`config.mk`:
```
export PLATFORM = sky130hd
export DESIGN_NAME = sysclk_divider
export DESIGN_NICKNAME = d
export VERILOG_FILES = /design/src/rtl/sysclk_divider.sv
export SDC_FILE = /design/constraint.sdc
export NUM_CORES = 1
export LEC_CHECK = 0
export ABC_AREA = 1
export BUFFER_PORTS_ARGS = -buffer_cell sky130_fd_sc_hd__buf_4
export CAP_MARGIN = 20
export CELL_PAD_IN_SITES_DETAIL_PLACEMENT = 0
export CELL_PAD_IN_SITES_GLOBAL_PLACEMENT = 1
export CORE_AREA = 2 2 41 43
export CTS_BUF_LIST = sky130_fd_sc_hd__clkbuf_4 sky130_fd_sc_hd__clkbuf_8
export DETAILED_ROUTE_END_ITERATION = 8
export DIE_AREA = 0 0 43 45
export GPL_TIMING_DRIVEN = 0
export PLACE_DENSITY_LB_ADDON = 0.1
export SYNTH_ARGS = -nofsm -noshare
export SYNTH_HDL_FRONTEND = slang
export SYNTH_SLANG_ARGS = --single-unit
```
`constraint.sdc`:
```
create_clock -name clk_m -period 1.5 [get_ports clk_m]
set_clock_uncertainty 0.15 [all_clocks]
set_input_delay 0 -clock clk_m [delete_from_list [all_inputs] [get_ports clk_m]]
set_output_delay 0 -clock clk_m [all_outputs]
set_load 0.02 [all_outputs]
```
`src/rtl/sysclk_divider.sv`:
```
module sysclk_divider (
  input  logic clk_m,
  input  logic rst,
  output logic div2_o,
  output logic cpu_clk_o,
  output logic cpu_clk_no,
  output logic div4_o,
  output logic div4_no,
  output logic div8_o,
  output logic div3_o,
  output logic div6_o,
  output logic div6_no,
  output logic stb2,
  output logic stb4,
  output logic stb8,
  output logic stb3,
  output logic stb6
);

  logic [2:0] bin_q;
  logic [1:0] tri_q;
  logic       six_q;

  logic lead2, lead4, lead8, lead3, lead6;

  assign lead2 = (bin_q[0] == 1'b0);
  assign lead4 = (bin_q[1:0] == 2'd0);
  assign lead8 = (bin_q == 3'd0);
  assign lead3 = (tri_q == 2'd0);
  assign lead6 = lead3 && !six_q;

  always_ff @(posedge clk_m) begin
    if (rst) begin
      bin_q <= 3'd0;
      tri_q <= 2'd0;
      six_q <= 1'b0;
    end else begin
      bin_q <= bin_q + 3'd1;
      tri_q <= (tri_q == 2'd2) ? 2'd0 : tri_q + 2'd1;
      if (tri_q == 2'd2)
        six_q <= !six_q;
    end
  end

  always_ff @(posedge clk_m) begin
    if (rst) begin
      div2_o     <= 1'b0;
      cpu_clk_o  <= 1'b0;
      cpu_clk_no <= 1'b1;
      div4_o     <= 1'b0;
      div4_no    <= 1'b1;
      div8_o     <= 1'b0;
      div3_o     <= 1'b0;
      div6_o     <= 1'b0;
      div6_no    <= 1'b1;
    end else begin
      div2_o     <= lead2;
      cpu_clk_o  <= lead2;
      cpu_clk_no <= !lead2;
      div4_o     <= !bin_q[1];
      div4_no    <= bin_q[1];
      div8_o     <= !bin_q[2];
      div3_o     <= lead3;
      div6_o     <= !six_q;
      div6_no    <= six_q;
    end
  end

  assign stb2 = !rst && lead2;
  assign stb4 = !rst && lead4;
  assign stb8 = !rst && lead8;
  assign stb3 = !rst && lead3;
  assign stb6 = !rst && lead6;

endmodule

```
==> results.ini, run 1 <==
[timing]
setup-violations-final = 0
finalHoldViolCount = 0
worst_slack_ns = 0.1241
rsz0062_at_grt = false
fmax_mhz = 726.8
maxSlewViolCount = 0
final.period_utilization = 0.9173
worstMarginPinSlew_ns = 0.1859
fin_setup_tns_ns = 0
relSlewSlack = 0.8759
whs_ns = 0.2638
period_minus_slack_ns = 1.376

[power_and_ir_drop]
pwr-share-clk = 0.262
combPwrFrac = 0.257
power.leakage_uw = 0.0003490
p_sw_frac = 0.2932
power.switching_uw = 250.4
ir_drop_uv = 645.7
p_per_area_nw_per_um2 = 1279
seq_power_share = 0.480
intPower_uw = 603.8
p_total_uw = 854.2

[floorplan]
core_area_um2 = 1471
rows = 14
die_w_um = 43
fp.dieH_um = 45
die_area_um2 = 1935
start_util = 0.3359
num_io_pins = 16

[clock_tree]
clk_pin_slew_worst_paths_ns = 0.08
clockBufferDepth = 2
cts_made_buffers = 3
cts_tree = built
cts_root_buf = clkbuf_4
cts.sinks = 13
insertion_delay_ns = 0.27
cts_setup_buffers = 0
htreeDepth = 1

[finish]
area_growth_pct = 35.19
fin_nets = 82
final_common_cell = buf_4
post_route_cells_drive_above_1_share = 0.3733
antenna_cells = 0
mostFrequentLayoutCells = 16 x buf_4, 12 x inv_1, 12 x nor2_1, 12 x dfxtp_1, 6 x nand2_1
fin_util = 0.4541

[routing]
drc = 0
avgRoutedWirePerCell_um = 7.264
first_pass_iters = 2
drtIter0Drc = 1
routed_wl_um = 661
drtAntennaViolNets = 0
vias = 350
via_per_inst = 3.846

[place]
portBuffers = 15
dp.final_hpwl_um = 521
place_congestion = 0.6981
dp_slack_ns = 0.3177

[yosys]
synth_warnings = 0
synthCells = 55
synthesis.area_um2 = 494.2
synth_top_area_share = 0.5266
yosysTopAreaCell = dfxtp_1
ys_seq_elements = 13
syn_nets = 61
ys_types = 11
syn_avg_cell_area_um2 = 8.986
yosysSeqAreaShare = 0.5266
yosys-top-cells-area = dfxtp_1 53%, ha_1 10%, inv_1 9.1%

[global_route]
grt_pass1_vias = 296
grt_overflow = 0
grt_max_degree = 11
grt_antenna_before_repair = 0
grt_pass1_wl_um = 1159
grt_usage = 0.08799

[worst_setup_path]
crit_type = register to output pin
crit_required_ns = 1.35
end_kind = output pin
startpoint_type = register
crit_arrival_ns = 1.23
worstPathMaxFanout = 6

[run]
drv_cap = 0

[worst_hold_path]
min_path_type = register to register

[outcome]
status = finished clean

## layout make-up
class	count	area, um2
Clock buffer	4	30.03
Sequential cell	13	261.5
Buffer	2	18.77
Fill cell	165	803.3
Inverter	14	52.55
Multi-Input combinational cell	26	162.7
Timing Repair Buffer	16	122.6
Tap cell	16	20.02
## through the flow
stage                     area (um2)  std cells
after floorplan                494.2         55
after global placement         626.9         86
after detailed placement       626.9         86
after global routing           668.1         91
final                          668.1         91
after CTS                      668.1         91
## logic make-up (layout without fill, tap and decap cells)
group	count (synthesis)	count (layout)	share of synthesized area
adders and majority gates	4	4	0.1013
and+or+nand+nor	22	22	0.2279
DFF	13	13	0.5266
buffers and inverters	16	36	0.1443
## sequential cells by signal, indices dropped and copies added, names as in the netlist
register    count
div6_o          1
cpu_clk_no      1
div4_no         1
div3_o          1
tri_q           2
div6_no         1
div4_o          1
six_q           1
div8_o          1
bin_q           3
## cell usage after synthesis
library cell and number:
nor2_1 12, ha_1 4, inv_2 2, nand2_1 6, nor2_4 2, buf_6 1
dfxtp_1 13, inv_1 12, nor2_2 1, nor3_4 1, buf_4 1
## power groups by stage
stage	logic [uW]	registers (uW)	clock network (uW)
floorplan	114	446	0
global placement	222	419	0
detailed placement	222	419	0
CTS	225	411	241
global route	252	415	252
finish	220	410	224
## worst paths after layout
check        slack [ns]  cells past startpoint             endpoint           startpoint
max                0.12                      5                 stb4  bin_q[0]$_SDFF_PP0_
min                0.26                      1  tri_q[0]$_SDFF_PP0_  tri_q[0]$_SDFF_PP0_
max reg2reg        0.43                      4  bin_q[1]$_SDFF_PP0_  bin_q[0]$_SDFF_PP0_
min reg2reg        0.26                      1  tri_q[0]$_SDFF_PP0_  tri_q[0]$_SDFF_PP0_
## routing by layer
metal / global-route usage / share of wire / vias to the layer above
li1: - / - / 193
met1: 0.09453 / 0.44 / 145
met2: 0.1273 / 0.45 / 12
met3: 0.07200 / 0.11 / 0
met4: 0.03636 / 0 / 0
met5: 0 / 0 / -
## critical path, stage by stage (launching register included)
cell	delay, ns
dfxtp_2	0.40
inv_1	0.06
ha_1	0.19
inv_1	0.10
nor2_1	0.05
buf_4	0.15
## timing repair
action                                  CTS  global route
hold endpoints to repair                 13             0
hold buffers                              1             0
endpoints found under the setup margin    1             0
resized for setup                         1             0
Note: power is estimated with default switching activity, not from simulation.
==> run 2: changes to the inputs <==
CELL_PAD_IN_SITES_DETAIL_PLACEMENT = 1   (was 0)
CELL_PAD_IN_SITES_GLOBAL_PLACEMENT = 2   (was 1)
CORE_AREA = 2 2 46 48   (was 2 2 41 43)
DIE_AREA = 0 0 48 50   (was 0 0 43 45)
==> results.ini, run 2 (synthesis gave the netlist of run 1 again) <==
[global_route]
grt_overflow = 0  ; unchanged
met2_usage = 0.1244  ; was 0.1273
grt.busiest_layer = met2  ; unchanged
grt_usage = 0.08409  ; was 0.08799
grtUsageMet1 = 0.08949  ; was 0.09453
grt_max_degree = 11  ; unchanged
grt_antenna_before_repair = 0  ; unchanged
grt_pass1_vias = 359  ; was 296
use_met3 = 0.03297  ; was 0.07200
grt_pass1_wl_um = 1359  ; was 1159 um

[clock_tree]
insertion_delay_ns = 0.27  ; about the same
cts_root_buf = clkbuf_4  ; unchanged
clockBufferDepth = 2  ; unchanged
cts_made_buffers = 3  ; unchanged
clk_pin_slew_worst_paths_ns = 0.08  ; about the same
cts.sinks = 13  ; unchanged
cts_setup_buffers = 0  ; unchanged
htreeDepth = 1  ; unchanged
cts_tree = built  ; unchanged

[routing]
via_per_inst = 3.490  ; was 3.846
vias = 356  ; was 350
avgRoutedWirePerCell_um = 8.245  ; was 7.264 um
routed_wl_um = 841  ; was 661 um
drtAntennaViolNets = 0  ; unchanged
first_pass_iters = 3  ; was 2
drc = 0  ; unchanged
drtIter0Drc = 2  ; was 1

[place]
portBuffers = 15  ; unchanged
placed_cell_area_um2 = 640.6  ; was 626.9 um2
place_congestion = 0.6154  ; was 0.6981
dpl.cell_count = 97  ; was 86
dp.final_hpwl_um = 655.8  ; was 521 um

[timing]
fin_setup_tns_ns = 0  ; unchanged
finalHoldViolCount = 0  ; unchanged
rsz0062_at_grt = false  ; unchanged
period_minus_slack_ns = 1.383  ; was 1.376 ns
relSlewSlack = 0.8797  ; was 0.8759
final.period_utilization = 0.9221  ; was 0.9173
setup-violations-final = 0  ; unchanged
worstMarginPinSlew_ns = 0.1801  ; was 0.1859 ns
maxSlewViolCount = 0  ; unchanged
fmax_mhz = 723.0  ; was 726.8 MHz

[worst_hold_path]
min_path_type = register to register  ; unchanged
worstHoldStart = tri_q[0]$_SDFF_PP0_  ; unchanged
min_to = tri_q[0]$_SDFF_PP0_  ; unchanged
hold_depth = 1  ; unchanged

[floorplan]
die_w_um = 48  ; was 43 um
start_util = 0.2599  ; was 0.3359
die_area_um2 = 2400  ; was 1935 um2
num_io_pins = 16  ; unchanged
core_area_um2 = 1902  ; was 1471 um2
rows = 16  ; was 14
fp.dieH_um = 50  ; was 45 um

[worst_setup_path]
worstPathMaxFanout = 6  ; unchanged
crit_type = register to output pin  ; unchanged
end_kind = output pin  ; unchanged
crit_arrival_ns = 1.23  ; about the same
r2r_setup_slack_ns = 0.43  ; about the same
startpoint_type = register  ; unchanged
r2r_start = bin_q[0]$_SDFF_PP0_  ; unchanged
r2r-end = bin_q[1]$_SDFF_PP0_  ; unchanged
crit_required_ns = 1.35  ; about the same
r2r_cells = 4  ; unchanged

[finish]
post_route_cells_drive_above_1_share = 0.3733  ; unchanged
reg_top3 = bin_q (3), tri_q (2)  ; unchanged
top_register = bin_q  ; unchanged
fin_nets = 82  ; unchanged
area_growth_pct = 37.97  ; was 35.19%
largest_register_ffs = 3  ; unchanged
fin_cells = 102  ; was 91
antenna_cells = 0  ; unchanged
mostFrequentLayoutCells = 16 x buf_4, 12 x inv_1, 12 x nor2_1, 12 x dfxtp_1, 6 x nand2_1  ; unchanged
final_common_cell = buf_4  ; unchanged
stdcell_area_um2 = 681.9  ; was 668.1 um2

[run]
drv_cap = 0  ; unchanged

[power_and_ir_drop]
p_per_area_nw_per_um2 = 1276  ; was 1279 nW/um2
power.leakage_uw = 0.0003490  ; unchanged
ir_drop_uv = 476.3  ; was 645.7 uV

[outcome]
status = finished clean  ; unchanged

[run 2: cell counts in the layout (fill, tap and decap cells not counted)]
No cell type changed its count.
[run 2: routing by layer]
metal,routed length (um),part of all wire,vias to the layer above
met5,0,0,-
met4,15,0.018,0
met2,376,0.45,13
li1,-,-,193
met3,62,0.074,2
met1,386,0.46,148
[run 2: how the worst max path moves through the flow]
| stage | from | end | slack (ns) | cells after the start |
|---|---|---|---|---|
| finish | bin_q[0]$_SDFF_PP0_ | stb4 | 0.12 | 5 |
| floorplan | bin_q[0]$_SDFF_PP0_ | bin_q[1]$_SDFF_PP0_ | 0.27 | 4 |
| global route | bin_q[0]$_SDFF_PP0_ | stb4 | 0.03 | 5 |
| CTS | bin_q[0]$_SDFF_PP0_ | stb4 | 0.09 | 5 |
| global placement | bin_q[0]$_SDFF_PP0_ | stb4 | 0.32 | 5 |
| detailed placement | bin_q[0]$_SDFF_PP0_ | stb4 | 0.31 | 5 |
[run 2: power breakdown]
part	switching, uW	internal, uW
clock	114	121
combinational	129	96.2
sequential	23.1	388
[run 2: worst max-delay path, cell delays in order, from the launching register on]
cell and delay (ns):
dfxtp_2 0.40, inv_1 0.06, ha_1 0.19, inv_1 0.11, nor2_1 0.05, buf_4 0.15
[run 2: timing repair]
action / 4_1_cts / 5_1_grt
endpoints found under the setup margin: 1 / 0
hold buffers: 1 / 0
endpoints found under the hold margin: 13 / 0
gates resized for setup: 1 / 0
[run 2: area by class of cell]
| type | instances | area [um2] |
|---|---|---|
| clock buffers | 4 | 30.03 |
| well taps | 27 | 33.78 |
| repair buffers | 16 | 122.6 |
| flip-flops and latches | 13 | 261.5 |
| multi-input cells | 26 | 162.7 |
| inverters | 14 | 52.55 |
| plain buffers | 2 | 18.77 |
| fillers | 234 | 1220 |
[run 2: through the flow]
stage | utilization | hold slack, ns | power, uW | worst slack, ns
floorplan | - | -0.08255 | 559.7 | 0.2698
global placement | 0.3368 | 0.04052 | 644.2 | 0.3216
detailed placement | 0.3368 | 0.04415 | 648.0 | 0.3082
CTS | 0.3586 | 0.2664 | 889.8 | 0.08816
global route | 0.3586 | 0.2760 | 935.0 | 0.02955
finish | 0.3586 | 0.2620 | 870.4 | 0.1169
==> run 3: changes to the inputs <==
PLACE_DENSITY = 0.76   (was not set)
PLACE_DENSITY_LB_ADDON = not set   (was 0.1)
==> results.ini, run 3 (synthesis gave the netlist of run 1 again) <==
[floorplan]
start_util = 0.2599  ; unchanged
core_area_um2 = 1902  ; unchanged
num_io_pins = 16  ; unchanged
fp.dieH_um = 50  ; unchanged
die_area_um2 = 2400  ; unchanged
die_w_um = 48  ; unchanged
rows = 16  ; unchanged

[clock_tree]
cts_tree = built  ; unchanged
cts_setup_buffers = 0  ; unchanged
insertion_delay_ns = 0.26  ; was 0.27 ns
cts_made_buffers = 3  ; unchanged
htreeDepth = 1  ; unchanged
cts.sinks = 13  ; unchanged
clockBufferDepth = 2  ; unchanged
cts_root_buf = clkbuf_4  ; unchanged
clk_pin_slew_worst_paths_ns = 0.08  ; about the same

[worst_setup_path]
path_cells = inv_1, ha_1, inv_1, nor2_1, buf_4  ; unchanged
slowest_delay_ns = 0.41  ; was 0.40 ns
end_kind = output pin  ; unchanged
r2r_cells = 4  ; unchanged
cpMaxStageDelayCell = dfxtp_1  ; was dfxtp_2
r2r_start = bin_q[0]$_SDFF_PP0_  ; unchanged
crit_arrival_ns = 1.22  ; was 1.23 ns
r2r_setup_slack_ns = 0.43  ; about the same
worstPathMaxFanout = 3  ; was 6
crit_required_ns = 1.35  ; about the same
worstSetupPathDepth = 5  ; unchanged
crit_buf_inv = 3  ; unchanged
startpoint_type = register  ; unchanged
critPathTopFamily = flip-flops  ; unchanged
worst_path_most_repeated_cell = inv_1  ; unchanged
crit_type = register to output pin  ; unchanged
r2r-end = bin_q[1]$_SDFF_PP0_  ; unchanged

[timing]
relSlewSlack = 0.8724  ; was 0.8797
setup-violations-final = 0  ; unchanged
rsz0062_at_grt = false  ; unchanged
fmax_mhz = 731.8  ; was 723.0 MHz
final.period_utilization = 0.9110  ; was 0.9221
worst_slack_ns = 0.1334  ; was 0.1169 ns
maxSlewViolCount = 0  ; unchanged
period_minus_slack_ns = 1.367  ; was 1.383 ns
finalHoldViolCount = 0  ; unchanged
worstMarginPinSlew_ns = 0.1911  ; was 0.1801 ns
fin_setup_tns_ns = 0  ; unchanged

[finish]
largest_register_ffs = 3  ; unchanged
post_route_cells_drive_above_1_share = 0.3733  ; unchanged
final_common_cell = buf_4  ; unchanged
seq_area_um2 = 261.5  ; unchanged
area_growth_pct = 37.97  ; unchanged
multi_input_comb_area_um2 = 162.7  ; unchanged
antenna_cells = 0  ; unchanged
reg_top3 = bin_q (3), tri_q (2)  ; unchanged
fin_util = 0.3586  ; unchanged
top_register = bin_q  ; unchanged
fin_nets = 82  ; unchanged
fin_cells = 102  ; unchanged
mostFrequentLayoutCells = 16 x buf_4, 12 x inv_1, 12 x nor2_1, 12 x dfxtp_1, 6 x nand2_1  ; unchanged
fillCellCount = 240  ; was 234

[run]
drv_cap = 0  ; unchanged

[place]
portBuffers = 15  ; unchanged
dpl.cell_count = 97  ; unchanged
dp_slack_ns = 0.3268  ; was 0.3082 ns
dp.final_hpwl_um = 644.3  ; was 655.8 um
place_congestion = 0.6061  ; was 0.6154

[global_route]
grt_pass1_wl_um = 1269  ; was 1359 um
grt_antenna_before_repair = 0  ; unchanged
grt_max_degree = 11  ; unchanged
grt_overflow = 0  ; unchanged
grt_usage = 0.07703  ; was 0.08409
grt_pass1_vias = 324  ; was 359

[routing]
drtIter0Drc = 0  ; was 2
avgRoutedWirePerCell_um = 8.010  ; was 8.245 um
drtAntennaViolNets = 0  ; unchanged
first_pass_iters = 1  ; was 3
routed_wl_um = 817  ; was 841 um
via_per_inst = 3.676  ; was 3.490
drc = 0  ; unchanged
vias = 375  ; was 356

[worst_hold_path]
worstHoldStart = tri_q[0]$_SDFF_PP0_  ; unchanged
min_to = tri_q[0]$_SDFF_PP0_  ; unchanged
min_path_type = register to register  ; unchanged
hold_depth = 1  ; unchanged

[power_and_ir_drop]
power.leakage_uw = 0.0003490  ; unchanged
p_per_area_nw_per_um2 = 1268  ; was 1276 nW/um2
p_total_uw = 864.8  ; was 870.4 uW
ir_drop_uv = 344.9  ; was 476.3 uV

[outcome]
status = finished clean  ; unchanged

run 3: metrics by stage:
step                      area (um2)  hold WS [ns]
after floorplan                494.2      -0.08255
after global placement         640.6       0.04114
after detailed placement       640.6       0.04534
after CTS                      680.7        0.2800
after global routing           681.9        0.2975
final                          681.9        0.2728
run 3: worst max path at each step:
stage	from	endpoint	slack (ns)
2_1_floorplan	bin_q[0]$_SDFF_PP0_	bin_q[1]$_SDFF_PP0_	0.27
3_3_place_gp	bin_q[0]$_SDFF_PP0_	stb4	0.33
3_5_place_dp	bin_q[0]$_SDFF_PP0_	stb4	0.33
4_1_cts	bin_q[0]$_SDFF_PP0_	stb4	0.01
5_1_grt	bin_q[0]$_SDFF_PP0_	stb4	0.04
6_report	bin_q[1]$_SDFF_PP0_	stb4	0.13
run 3: timing repair:
action                                  in CTS  in global routing
hold buffers                                 1                  0
endpoints found under the hold margin       13                  0
gates resized for setup                      0                  1
endpoints found under the setup margin       0                  2
run 3: cell type report:
cell class / count / area share
flip-flops and latches: 13 / 0.3835
multi-input cells: 26 / 0.2385
repair buffers: 16 / 0.1798
inverters: 14 / 0.07706
well taps: 27 / 0.04954
clock buffers: 4 / 0.04404
plain buffers: 2 / 0.02752
run 3: routing by layer:
metal | GRT usage | wire, um | up-vias
met1 | 0.07813 | 328 | 169
li1 | - | - | 192
met3 | 0.01099 | 40 | 2
met2 | 0.1267 | 427 | 12
met5 | 0 | 0 | -
met4 | 0.06757 | 20 | 0
run 3: power by group:
| group | switching (uW) | leakage, uW | internal (uW) |
|---|---|---|---|
| combinational | 127 | 0.000222 | 95.4 |
| clock | 109 | 0.0000184 | 121 |
| sequential | 23.9 | 0.000109 | 388 |
| total | 261 | 0.000349 | 604 |
run 3: worst register-to-register path, stage by stage, from the launching register on:
cell and delay (ns):
dfxtp_2 0.40, inv_1 0.06, ha_1 0.28, inv_1 0.05, nor2_1 0.03
